<file path="config.mk">
export PLATFORM = sky130hd
export DESIGN_NAME = dual_bridge_pwm
export DESIGN_NICKNAME = d
export VERILOG_FILES = /design/src/rtl/dbpwm_pkg.sv /design/src/rtl/dbpwm_counter.sv /design/src/rtl/dbpwm_deadband.sv /design/src/rtl/dbpwm_regs.sv /design/src/rtl/dual_bridge_pwm.sv
export SDC_FILE = /design/constraint.sdc
export NUM_CORES = 1
export LEC_CHECK = 0
export BUFFER_PORTS_ARGS = -buffer_cell sky130_fd_sc_hd__buf_2
export CAP_MARGIN = 0
export CORE_MARGIN = 3
export CORE_UTILIZATION = 35
export DETAILED_ROUTE_END_ITERATION = 12
export PLACE_DENSITY = 0.48
export SYNTH_ARGS = -nofsm -noshare
export SYNTH_HDL_FRONTEND = slang
export SYNTH_HIERARCHICAL = 1
export SYNTH_SLANG_ARGS = --single-unit
export TNS_END_PERCENT = 20
</file>
<file path="constraint.sdc">
create_clock -name clk_i -period 2.6 [get_ports clk_i]
set_input_delay 0.26 -clock clk_i [delete_from_list [all_inputs] [get_ports clk_i]]
set_output_delay 0.26 -clock clk_i [all_outputs]
set_load 0.03 [all_outputs]
</file>
<file path="src/rtl/dbpwm_pkg.sv">
package dbpwm_pkg;
  localparam int unsigned FLD_W = 3;
  typedef enum logic [FLD_W-1:0] {
    FLD_A0 = 3'd0,
    FLD_B0 = 3'd1,
    FLD_A1 = 3'd2,
    FLD_B1 = 3'd3,
    FLD_PH = 3'd4,
    FLD_DB = 3'd5
  } fld_e;
endpackage

</file>
<file path="src/rtl/dbpwm_counter.sv">
module dbpwm_counter #(
  parameter int unsigned PERIOD = 6000,
  parameter int unsigned CW     = 13
) (
  input  logic          clk_i,
  input  logic          rst_ni,
  input  logic          load_i,
  input  logic [CW-1:0] load_val_i,
  output logic [CW-1:0] cnt_o
);
  localparam logic [CW-1:0] LAST = CW'(PERIOD - 1);

  always_ff @(posedge clk_i or negedge rst_ni) begin
    if (!rst_ni)            cnt_o <= '0;
    else if (load_i)        cnt_o <= load_val_i;
    else if (cnt_o == LAST) cnt_o <= '0;
    else                    cnt_o <= cnt_o + 1'b1;
  end
endmodule

</file>
<file path="src/rtl/dbpwm_deadband.sv">
module dbpwm_deadband #(
  parameter int unsigned DB_W = 8
) (
  input  logic            clk_i,
  input  logic            rst_ni,
  input  logic            raw_i,
  input  logic [DB_W-1:0] db_i,
  output logic            hi_o,
  output logic            lo_o
);
  logic            raw_q;
  logic [DB_W-1:0] tmr_q;

  // every edge of the raw pattern restarts the blanking timer
  always_ff @(posedge clk_i or negedge rst_ni) begin
    if (!rst_ni) begin
      raw_q <= 1'b0;
      tmr_q <= '0;
    end else begin
      raw_q <= raw_i;
      if (raw_i != raw_q)  tmr_q <= db_i;
      else if (tmr_q != 0) tmr_q <= tmr_q - 1'b1;
    end
  end

  assign hi_o = raw_q  && (tmr_q == '0);
  assign lo_o = !raw_q && (tmr_q == '0);
endmodule

</file>
<file path="src/rtl/dbpwm_regs.sv">
module dbpwm_regs import dbpwm_pkg::*; #(
  parameter int unsigned CW        = 13,
  parameter int unsigned DB_W      = 8,
  parameter int unsigned MAX_PHASE = 2400,
  parameter int unsigned MOD_W     = 1,
  parameter int unsigned IDX       = 0,
  localparam int unsigned ADDR_W   = MOD_W + FLD_W
) (
  input  logic              clk_i,
  input  logic              rst_ni,
  input  logic              wr_en_i,
  input  logic [ADDR_W-1:0] wr_addr_i,
  input  logic [CW-1:0]     wr_data_i,
  input  logic              sync_i,
  output logic [CW-1:0]     a0_o,
  output logic [CW-1:0]     b0_o,
  output logic [CW-1:0]     a1_o,
  output logic [CW-1:0]     b1_o,
  output logic [DB_W-1:0]   db_o,
  output logic [CW-1:0]     ph_ld_o
);
  localparam logic [CW-1:0] PH_MAX = CW'(MAX_PHASE);

  logic [CW-1:0]   sh_a0, sh_b0, sh_a1, sh_b1, sh_ph;
  logic [DB_W-1:0] sh_db;
  logic            hit;

  assign hit = wr_en_i && (wr_addr_i[ADDR_W-1:FLD_W] == MOD_W'(IDX));

  always_ff @(posedge clk_i or negedge rst_ni) begin
    if (!rst_ni) begin
      sh_a0 <= '0; sh_b0 <= '0; sh_a1 <= '0; sh_b1 <= '0; sh_ph <= '0; sh_db <= '0;
    end else if (hit) begin
      case (fld_e'(wr_addr_i[FLD_W-1:0]))
        FLD_A0:  sh_a0 <= wr_data_i;
        FLD_B0:  sh_b0 <= wr_data_i;
        FLD_A1:  sh_a1 <= wr_data_i;
        FLD_B1:  sh_b1 <= wr_data_i;
        FLD_PH:  sh_ph <= wr_data_i;
        FLD_DB:  sh_db <= wr_data_i[DB_W-1:0];
        default: ;
      endcase
    end
  end

  always_ff @(posedge clk_i or negedge rst_ni) begin
    if (!rst_ni) begin
      a0_o <= '0; b0_o <= '0; a1_o <= '0; b1_o <= '0; db_o <= '0;
    end else if (sync_i) begin
      a0_o <= sh_a0; b0_o <= sh_b0; a1_o <= sh_a1; b1_o <= sh_b1; db_o <= sh_db;
    end
  end

  // saturated phase, consumed by the channel 1 counter at the boundary
  assign ph_ld_o = (sh_ph > PH_MAX) ? PH_MAX : sh_ph;
endmodule

</file>
<file path="src/rtl/dual_bridge_pwm.sv">
module dual_bridge_pwm import dbpwm_pkg::*; #(
  parameter int unsigned PERIOD    = 6000,
  parameter int unsigned MAX_PHASE = 2400,
  parameter int unsigned NUM_MOD   = 2,
  parameter int unsigned DB_W      = 8,
  localparam int unsigned CW       = $clog2(PERIOD),
  localparam int unsigned MOD_W    = (NUM_MOD > 1) ? $clog2(NUM_MOD) : 1,
  localparam int unsigned ADDR_W   = MOD_W + FLD_W
) (
  input  logic                 clk_i,
  input  logic                 rst_ni,
  input  logic                 wr_en_i,
  input  logic [ADDR_W-1:0]    wr_addr_i,
  input  logic [CW-1:0]        wr_data_i,
  input  logic [2*NUM_MOD-1:0] oc_i,
  output logic [1:0]           ac_o,
  output logic [4*NUM_MOD-1:0] dc_o,
  output logic                 fault_o,
  output logic                 drv_en_o
);
  localparam int unsigned   CFG_W = 4*CW + DB_W;
  localparam logic [CW-1:0] HALF  = CW'(PERIOD/2);
  localparam logic [CW-1:0] LAST  = CW'(PERIOD-1);

  logic [CW-1:0]                   cnt0;
  logic                            sync, run_q, fault_q, ena;
  logic [NUM_MOD-1:0][CW-1:0]      cnt1;
  logic [NUM_MOD-1:0][CFG_W-1:0]   cfg_all;

  dbpwm_counter #(.PERIOD(PERIOD), .CW(CW)) u_tbase (
    .clk_i, .rst_ni, .load_i(1'b0), .load_val_i('0), .cnt_o(cnt0)
  );

  assign sync = (cnt0 == LAST);

  always_ff @(posedge clk_i or negedge rst_ni) begin
    if (!rst_ni) begin
      fault_q <= 1'b0;
      run_q   <= 1'b0;
    end else begin
      fault_q <= fault_q | (|oc_i);
      run_q   <= run_q | sync;
    end
  end

  assign ena      = run_q && !fault_q;
  assign fault_o  = fault_q;
  assign drv_en_o = !fault_q;
  assign ac_o     = {ena && (cnt0 >= HALF), ena && (cnt0 < HALF)};

  for (genvar m = 0; m < NUM_MOD; m++) begin : g_mod
    logic [1:0][CW-1:0] ca, cb, cc;
    logic [DB_W-1:0]    db;
    logic [CW-1:0]      ph_ld;
    logic [1:0]         hi, lo;

    dbpwm_regs #(
      .CW(CW), .DB_W(DB_W), .MAX_PHASE(MAX_PHASE), .MOD_W(MOD_W), .IDX(m)
    ) u_regs (
      .clk_i, .rst_ni, .wr_en_i, .wr_addr_i, .wr_data_i, .sync_i(sync),
      .a0_o(ca[0]), .b0_o(cb[0]), .a1_o(ca[1]), .b1_o(cb[1]),
      .db_o(db), .ph_ld_o(ph_ld)
    );

    dbpwm_counter #(.PERIOD(PERIOD), .CW(CW)) u_phcnt (
      .clk_i, .rst_ni, .load_i(sync), .load_val_i(ph_ld), .cnt_o(cnt1[m])
    );

    assign cc[0]      = cnt0;
    assign cc[1]      = cnt1[m];
    assign cfg_all[m] = {ca[0], cb[0], ca[1], cb[1], db};

    for (genvar c = 0; c < 2; c++) begin : g_ch
      dbpwm_deadband #(.DB_W(DB_W)) u_db (
        .clk_i, .rst_ni,
        .raw_i((cc[c] >= ca[c]) && (cc[c] < cb[c])),
        .db_i(db), .hi_o(hi[c]), .lo_o(lo[c])
      );
      assign dc_o[4*m+2*c]   = ena && hi[c];
      assign dc_o[4*m+2*c+1] = ena && lo[c];
    end
  end
endmodule

</file>
==> results.yml, run 1 <==
placed_design:
  io_buffers: 35
  place_congestion: 0.808
  hpwl_um: 28000
yosys:
  synth_cells: 1465
  synth_top_area_cell: "dfrtp_1"
  synth_edf_count: 0
  ys_types: 58
  yosys.area_share.xor_xnor_pct: 2.10
  ys_top_cells_by_area: "dfrtp_1 (50%), mux2_2 (17%), ha_1 (8.1%), inv_1 (3.2%), nand2_1 (2.0%)"
  synth_top_area_share_pct: 50.2
  ys_async_sr_fraction_pct: 100
  synth_top_family_by_area: "multiplexers"
  avgSynthCellArea_um2: 11.7
  syn-cell-area_um2: 17100
  yosysSeqAreaShare_pct: 50.2
  synth_flop_cell: "dfrtp_1"
  synth-adder-area-share_pct: 8.12
  synth-simple-area-share_pct: 9.47
  ys_warn_count: 6
  synth_compound_area_share_pct: 7.63
  ys_ff_latch: 343
  synth.area.mux_share_pct: 18.0
job:
  cap_violations: 0
floorplan:
  core_um2: 48000
  die_area_um2: 51600
  ios: 36
  initial_utilization_pct: 35.6
  die_y_um: 227
  die_x_um: 227
  std_cell_rows: 80
timing:
  worstMarginPinSlew_ns: 0.834
  hold_viol_final: 0
  worst_slack_ns: -0.0455
  relSlewSlack_pct: 44.4
  fmax_ghz: 0.378
  grt_setup_unrepaired: "yes"
  fin_worst_skew_ns: 0.0323
  post-route-min-period_ns: 2.65
  holdWs_ns: 0.274
  slew_violations: 0
  fin_crit_sh_pct: 102
  setup_viol: 5
critical_path:
  cpPeakStageDelay_ns: 0.44
  cp.required_ns: 3.02
  path_buf_inv: 2
  crit_path_top_delay_cell: "dfrtp_2"
  crit_path_cell_trace: "buf_6 -> ha_4 -> o2111ai_2 -> a211oi_2 -> o21ai_1 -> a211oi_2 -> buf_4 -> xor2_4 -> nor2_1 -> a221o_1"
  worstSetupEndpointType: "flip-flop"
  path_class: "reg -> reg"
  setup.worst_path.start_class: "flip-flop"
  cpLargestDelayFamily: "compound AO/OA/AOI/OAI gates"
  critPathArrivalTime_ns: 3.06
  path_common_cell: "a211oi_2"
  critPathMaxFanout: 4
global_routing:
  antenna_found_initial: 2
  grt_pass1_wl_um: 65600
  grt_usage_pct: 16.3
  grt_overflow: 0
  grtUsageMet1_pct: 22.8
  grt-busiest-layer: "met2"
  grt_max_degree: 78
  grt_use_met3_pct: 2.36
  grt_pass1_vias: 11638
  grt_use_met2_pct: 26.2
clocking:
  clockRootBuffer: "clkbuf_16"
  cts_buffer_depth: 3
  cts.sinks: 343
  cts_tree: "yes"
  cts_buffers: 40
  clkSlewWorstSetupHoldPaths_ns: 0.06
  h-tree-depth: 2
  clk_latency_ns: 0.56
detailed_routing:
  drt_wl_total_um: 41000
  route.detailed.drc: 0
  postRouteAntennaNets: 0
  wl_per_cell_um: 18.2
  vias: 11275
  drt_iter0_drc: 535
  dr.pass1.iters: 5
  vias_per_cell: 5.00
power:
  clkPwrFrac_pct: 34.9
  irDropWorstVdd_uv: 410
  power.leakage_nw: 9.11
  powerDensity_nw_per_um2: 788
  fin_total_pwr_mw: 16.1
  p_comb_share_pct: 21.9
  internal_power_mw: 11.4
  swShare_pct: 29.2
  p_seq_share_pct: 43.2
  p_sw_mw: 4.71
final_layout:
  final_util_pct: 42.5
  final_cell_mix: "dfrtp_1 (330), mux2_2 (256), inv_1 (147), ha_1 (100), nand2_1 (91)"
  regArea_um2: 8600
  fin_nets: 1743
  drive_gt1_share_pct: 32.2
  syn_to_final_growth_pct: 19.3
  fillCellCount: 4568
  largest_register_ffs: 32
  final_common_cell: "dfrtp_1"
  largest_register: "g_mod.g_ch.u_db/tmr_q"
  multi_input_area_um2: 8230
run_status:
  status: "finished with violations"
  failed_checks: "setup timing"
min_path:
  hp-class: "in -> async"
-- worst register-to-register path: stages, from the launching register on --
cell and delay [ns]:
dfrtp_2 0.44, buf_6 0.15, ha_4 0.26, o2111ai_2 0.10, a211oi_2 0.32, o21ai_1 0.13
a211oi_2 0.41, buf_4 0.22, xor2_4 0.18, nor2_1 0.06, a221o_1 0.28
-- cell usage after synthesis (5+ instances only) --
master and count:
nor2_1 57, nand4_1 18, clkbuf_1 5, a221o_1 5, nand2_1 91, inv_1 148, buf_4 8, a311oi_1 6
xnor2_1 31, nor3_1 21, nor2b_1 5, mux2_4 10, a21oi_1 55, ha_1 111, a31oi_1 9, o21ai_0 62
nand3_1 32, a211oi_1 11, a21o_1 17, buf_2 23, and2_1 21, xor2_1 10, o21ai_1 19, mux2_2 256
nor4_1 15, dfrtp_1 343
-- worst paths after layout --
| path | slack, ns | start | endpoint | cells after the start |
|---|---|---|---|---|
| worst max-delay path | -0.05 | u_tbase/cnt_o[2] | g_mod[1].g_ch[0].u_db/tmr_q[1] | 10 |
| worst min-delay path | 0.27 | rst_ni | g_mod[0].g_ch[0].u_db/tmr_q[6] | 2 |
| worst max register to register | -0.05 | u_tbase/cnt_o[2] | g_mod[1].g_ch[0].u_db/tmr_q[1] | 10 |
| worst min register to register | 0.47 | run_q | run_q | 1 |
| max in group asynchronous | 1.50 | rst_ni | g_mod[0].u_phcnt/cnt_o[11] | 3 |
| min in group clk_i | 0.28 | wr_data_i[8] | g_mod[0].u_regs/sh_b1[8] | 2 |
-- layout make-up --
type	count	share of cell area, %
Clock buffer	58	5.73
Multi-Input combinational cell	954	40.3
Clock inverter	13	0.723
Antenna cell	1	0.0123
Tap cell	615	3.77
Timing Repair Buffer	121	4.63
Sequential cell	343	42.1
Inverter	148	2.72
-- logic make-up (layout without fill, tap and decap cells) --
kind of cell / after synthesis / count (layout)
compound gates: 208 / 208
xor+xnor: 41 / 41
fa+ha+maj: 111 / 111
buf+inv: 186 / 340
flops: 343 / 343
mux: 270 / 270
other cells: 3 / 22
simple gates: 303 / 303
-- layer usage --
| layer | vias to the layer above | wire length, µm |
|---|---|---|
| met5 | - | 0 |
| met4 | 0 | 1120 |
| met3 | 73 | 1260 |
| met2 | 160 | 18900 |
| met1 | 5641 | 19700 |
| li1 | 5401 | - |
-- stage by stage --
stage	cells	cell area (µm²)	TNS [ns]	worst slack, ns
6_report	2253	20400	-0.0933	-0.0455
5_1_grt	2252	20400	-0.903	-0.120
4_1_cts	2241	20000	0	0.000280
3_5_place_dp	2167	18600	-5.81	-0.507
3_3_place_gp	2167	18600	-5.40	-0.518
2_1_floorplan	1483	17200	0	0.134
-- power groups by stage --
stage          clock network (mW)  logic (mW)  registers [mW]
2_1_floorplan                   0        2.37            6.86
3_3_place_gp                    0        3.22            7.00
3_5_place_dp                    0        3.30            7.02
4_1_cts                      5.83        3.35            6.94
5_1_grt                      6.01        4.00            7.08
6_report                     5.62        3.53            6.95
-- what timing repair did --
action	CTS	global route
setup buffers	0	10
endpoints found under the setup margin	26	58
hold buffers	3	0
hold endpoints to repair	52	0
gates resized for setup	15	58
gates cloned	0	1
pin swaps	5	17
No activity file was read; power rests on OpenSTA's default activity.
==> inputs of run 2 (changes only) <==
--- a/config.mk
+++ b/config.mk
@@ -7,10 +7,10 @@
 export LEC_CHECK = 0
 export BUFFER_PORTS_ARGS = -buffer_cell sky130_fd_sc_hd__buf_2
 export CAP_MARGIN = 0
-export CORE_MARGIN = 3
 export CORE_UTILIZATION = 35
 export DETAILED_ROUTE_END_ITERATION = 12
 export PLACE_DENSITY = 0.48
+export SKIP_CTS_REPAIR_TIMING = 1
 export SYNTH_ARGS = -nofsm -noshare
 export SYNTH_HDL_FRONTEND = slang
 export SYNTH_HIERARCHICAL = 1
==> run 2 against run 1 <==
  * The run now ends clean
  * Total power up 0.26%
  * Sequential share of layout area is 0.27 points higher
  * Sequential power about the same
  * Largest cell class unchanged
  * Largest power group unchanged
==> results.yml, run 2 (synthesis gave the netlist of run 1 again) <==
run_status:
  status: "complete, no violations"
final_layout:
  final_common_cell: "dfrtp_1"
  final_area_um2: 20300
  final_cell_mix: "dfrtp_1 (334), mux2_2 (256), inv_1 (146), ha_1 (104), nand2_1 (91)"
  final_cells: 2248
  largest_register_ffs: 32
  fin_nets: 1741
  syn_to_final_growth_pct: 18.5
  final_util_pct: 42.3
  largest_register: "g_mod.g_ch.u_db/tmr_q"
  drive_gt1_share_pct: 31.6
timing:
  fin_tns_setup_ns: 0
  worst_slack_ns: 0.00435
  worstMarginPinSlew_ns: 1.11
  holdWs_ns: 0.252
  relSlewSlack_pct: 25.0
  fin_crit_sh_pct: 99.8
  fin_worst_skew_ns: 0.0165
  slew_violations: 0
  grt_setup_unrepaired: "yes"
  setup_viol: 0
  post-route-min-period_ns: 2.60
  hold_viol_final: 0
  fmax_ghz: 0.385
critical_path:
  crit_path_top_delay_cell: "dfrtp_2"
  r2r_setup_slack_ns: 0.004
  r2r_cells: 10
  crit_path_cell_trace: "ha_1 -> o21ai_0 -> a21oi_1 -> nor4_2 -> o41ai_1 -> a211oi_2 -> buf_4 -> xor2_4 -> nor2_1 -> a221o_1"
  worstSetupEndpointType: "flip-flop"
  path_buf_inv: 1
  cpPeakStageDelay_ns: 0.43
  cp.required_ns: 3.02
  critPathMaxFanout: 5
  timing.rr.start: "u_tbase/cnt_o[1]"
  reg2reg_to: "g_mod[1].g_ch[0].u_db/tmr_q[1]"
  cpLargestDelayFamily: "compound AO/OA/AOI/OAI gates"
  critPathArrivalTime_ns: 3.01
  path_class: "reg -> reg"
  setup.worst_path.start_class: "flip-flop"
placed_design:
  placed_cells: 2165
  hpwl_um: 27900
  place_congestion: 0.810
  placed_area_um2: 18500
  io_buffers: 35
  place_ws_ns: -0.445
job:
  cap_violations: 0
global_routing:
  grt_pass1_wl_um: 65000
  antenna_found_initial: 1
  grt_max_degree: 62
  grt_overflow: 0
  grt_pass1_vias: 11376
  grt_usage_pct: 16.9
detailed_routing:
  vias_per_cell: 4.97
  route.detailed.drc: 0
  drt_iter0_drc: 398
  wl_per_cell_um: 18.1
  vias: 11167
  postRouteAntennaNets: 0
  dr.pass1.iters: 6
  drt_wl_total_um: 40700
floorplan:
  core_um2: 47900
  die_area_um2: 49800
  std_cell_rows: 80
  ios: 36
  die_x_um: 223
  initial_utilization_pct: 35.7
  die_y_um: 223
power:
  irDropWorstVdd_uv: 417
  internal_power_mw: 11.4
  power.leakage_nw: 9.07
  fin_total_pwr_mw: 16.1
  clkPwrFrac_pct: 35.3
  swShare_pct: 29.1
  p_comb_share_pct: 21.6
  p_sw_mw: 4.70
  p_seq_share_pct: 43.0
  powerDensity_nw_per_um2: 796
clocking:
  cts.sinks: 343
  clkSlewWorstSetupHoldPaths_ns: 0.05
  cts_buffers: 39
  h-tree-depth: 2
  clk_latency_ns: 0.55
  cts_tree: "yes"
  cts_buffer_depth: 3
  clockRootBuffer: "clkbuf_16"
min_path:
  hp-class: "in -> async"
run 2: worst max path at each step:
stage,cells past startpoint,to,startpoint
final,10,g_mod[1].g_ch[0].u_db/tmr_q[1],u_tbase/cnt_o[1]
after global routing,10,g_mod[1].g_ch[0].u_db/tmr_q[1],u_tbase/cnt_o[1]
after CTS,9,g_mod[1].g_ch[0].u_db/tmr_q[1],u_tbase/cnt_o[7]
after detailed placement,10,g_mod[1].g_ch[0].u_db/tmr_q[1],u_tbase/cnt_o[1]
after global placement,10,g_mod[1].g_ch[0].u_db/tmr_q[1],u_tbase/cnt_o[1]
after floorplan,9,g_mod[0].g_ch[0].u_db/tmr_q[1],u_tbase/cnt_o[2]
run 2: metal layers:
layer / up-vias / part of all wire [%] / GRT usage, %
li1: 5392 / - / -
met5: - / 0 / 0
met3: 59 / 3.5 / 3.38
met1: 5581 / 49 / 23.6
met4: 0 / 2.5 / 4.87
met2: 135 / 45 / 26.4
run 2: worst register-to-register path: stages, from the launching register on:
cell,delay (ns)
dfrtp_2,0.43
ha_1,0.30
o21ai_0,0.15
a21oi_1,0.07
nor4_2,0.28
o41ai_1,0.13
a211oi_2,0.32
buf_4,0.22
xor2_4,0.22
nor2_1,0.06
a221o_1,0.30
run 2: layout make-up:
class | instances | area, µm²
Clock buffer | 53 | 1150
Tap cell | 615 | 769
Multi-Input combinational cell | 954 | 8100
Timing Repair Buffer | 120 | 921
Clock inverter | 14 | 180
Antenna cell | 1 | 2.50
Fill cell | 4536 | 27700
Sequential cell | 343 | 8590
Inverter | 148 | 556
run 2: power groups by stage:
| stage | combinational [mW] | clock, mW | sequential (mW) |
|---|---|---|---|
| after floorplan | 2.37 | 0 | 6.86 |
| after global placement | 3.23 | 0 | 7.00 |
| after detailed placement | 3.30 | 0 | 7.03 |
| after CTS | 3.31 | 5.88 | 6.94 |
| after global routing | 3.96 | 6.08 | 7.07 |
| final | 3.49 | 5.70 | 6.94 |
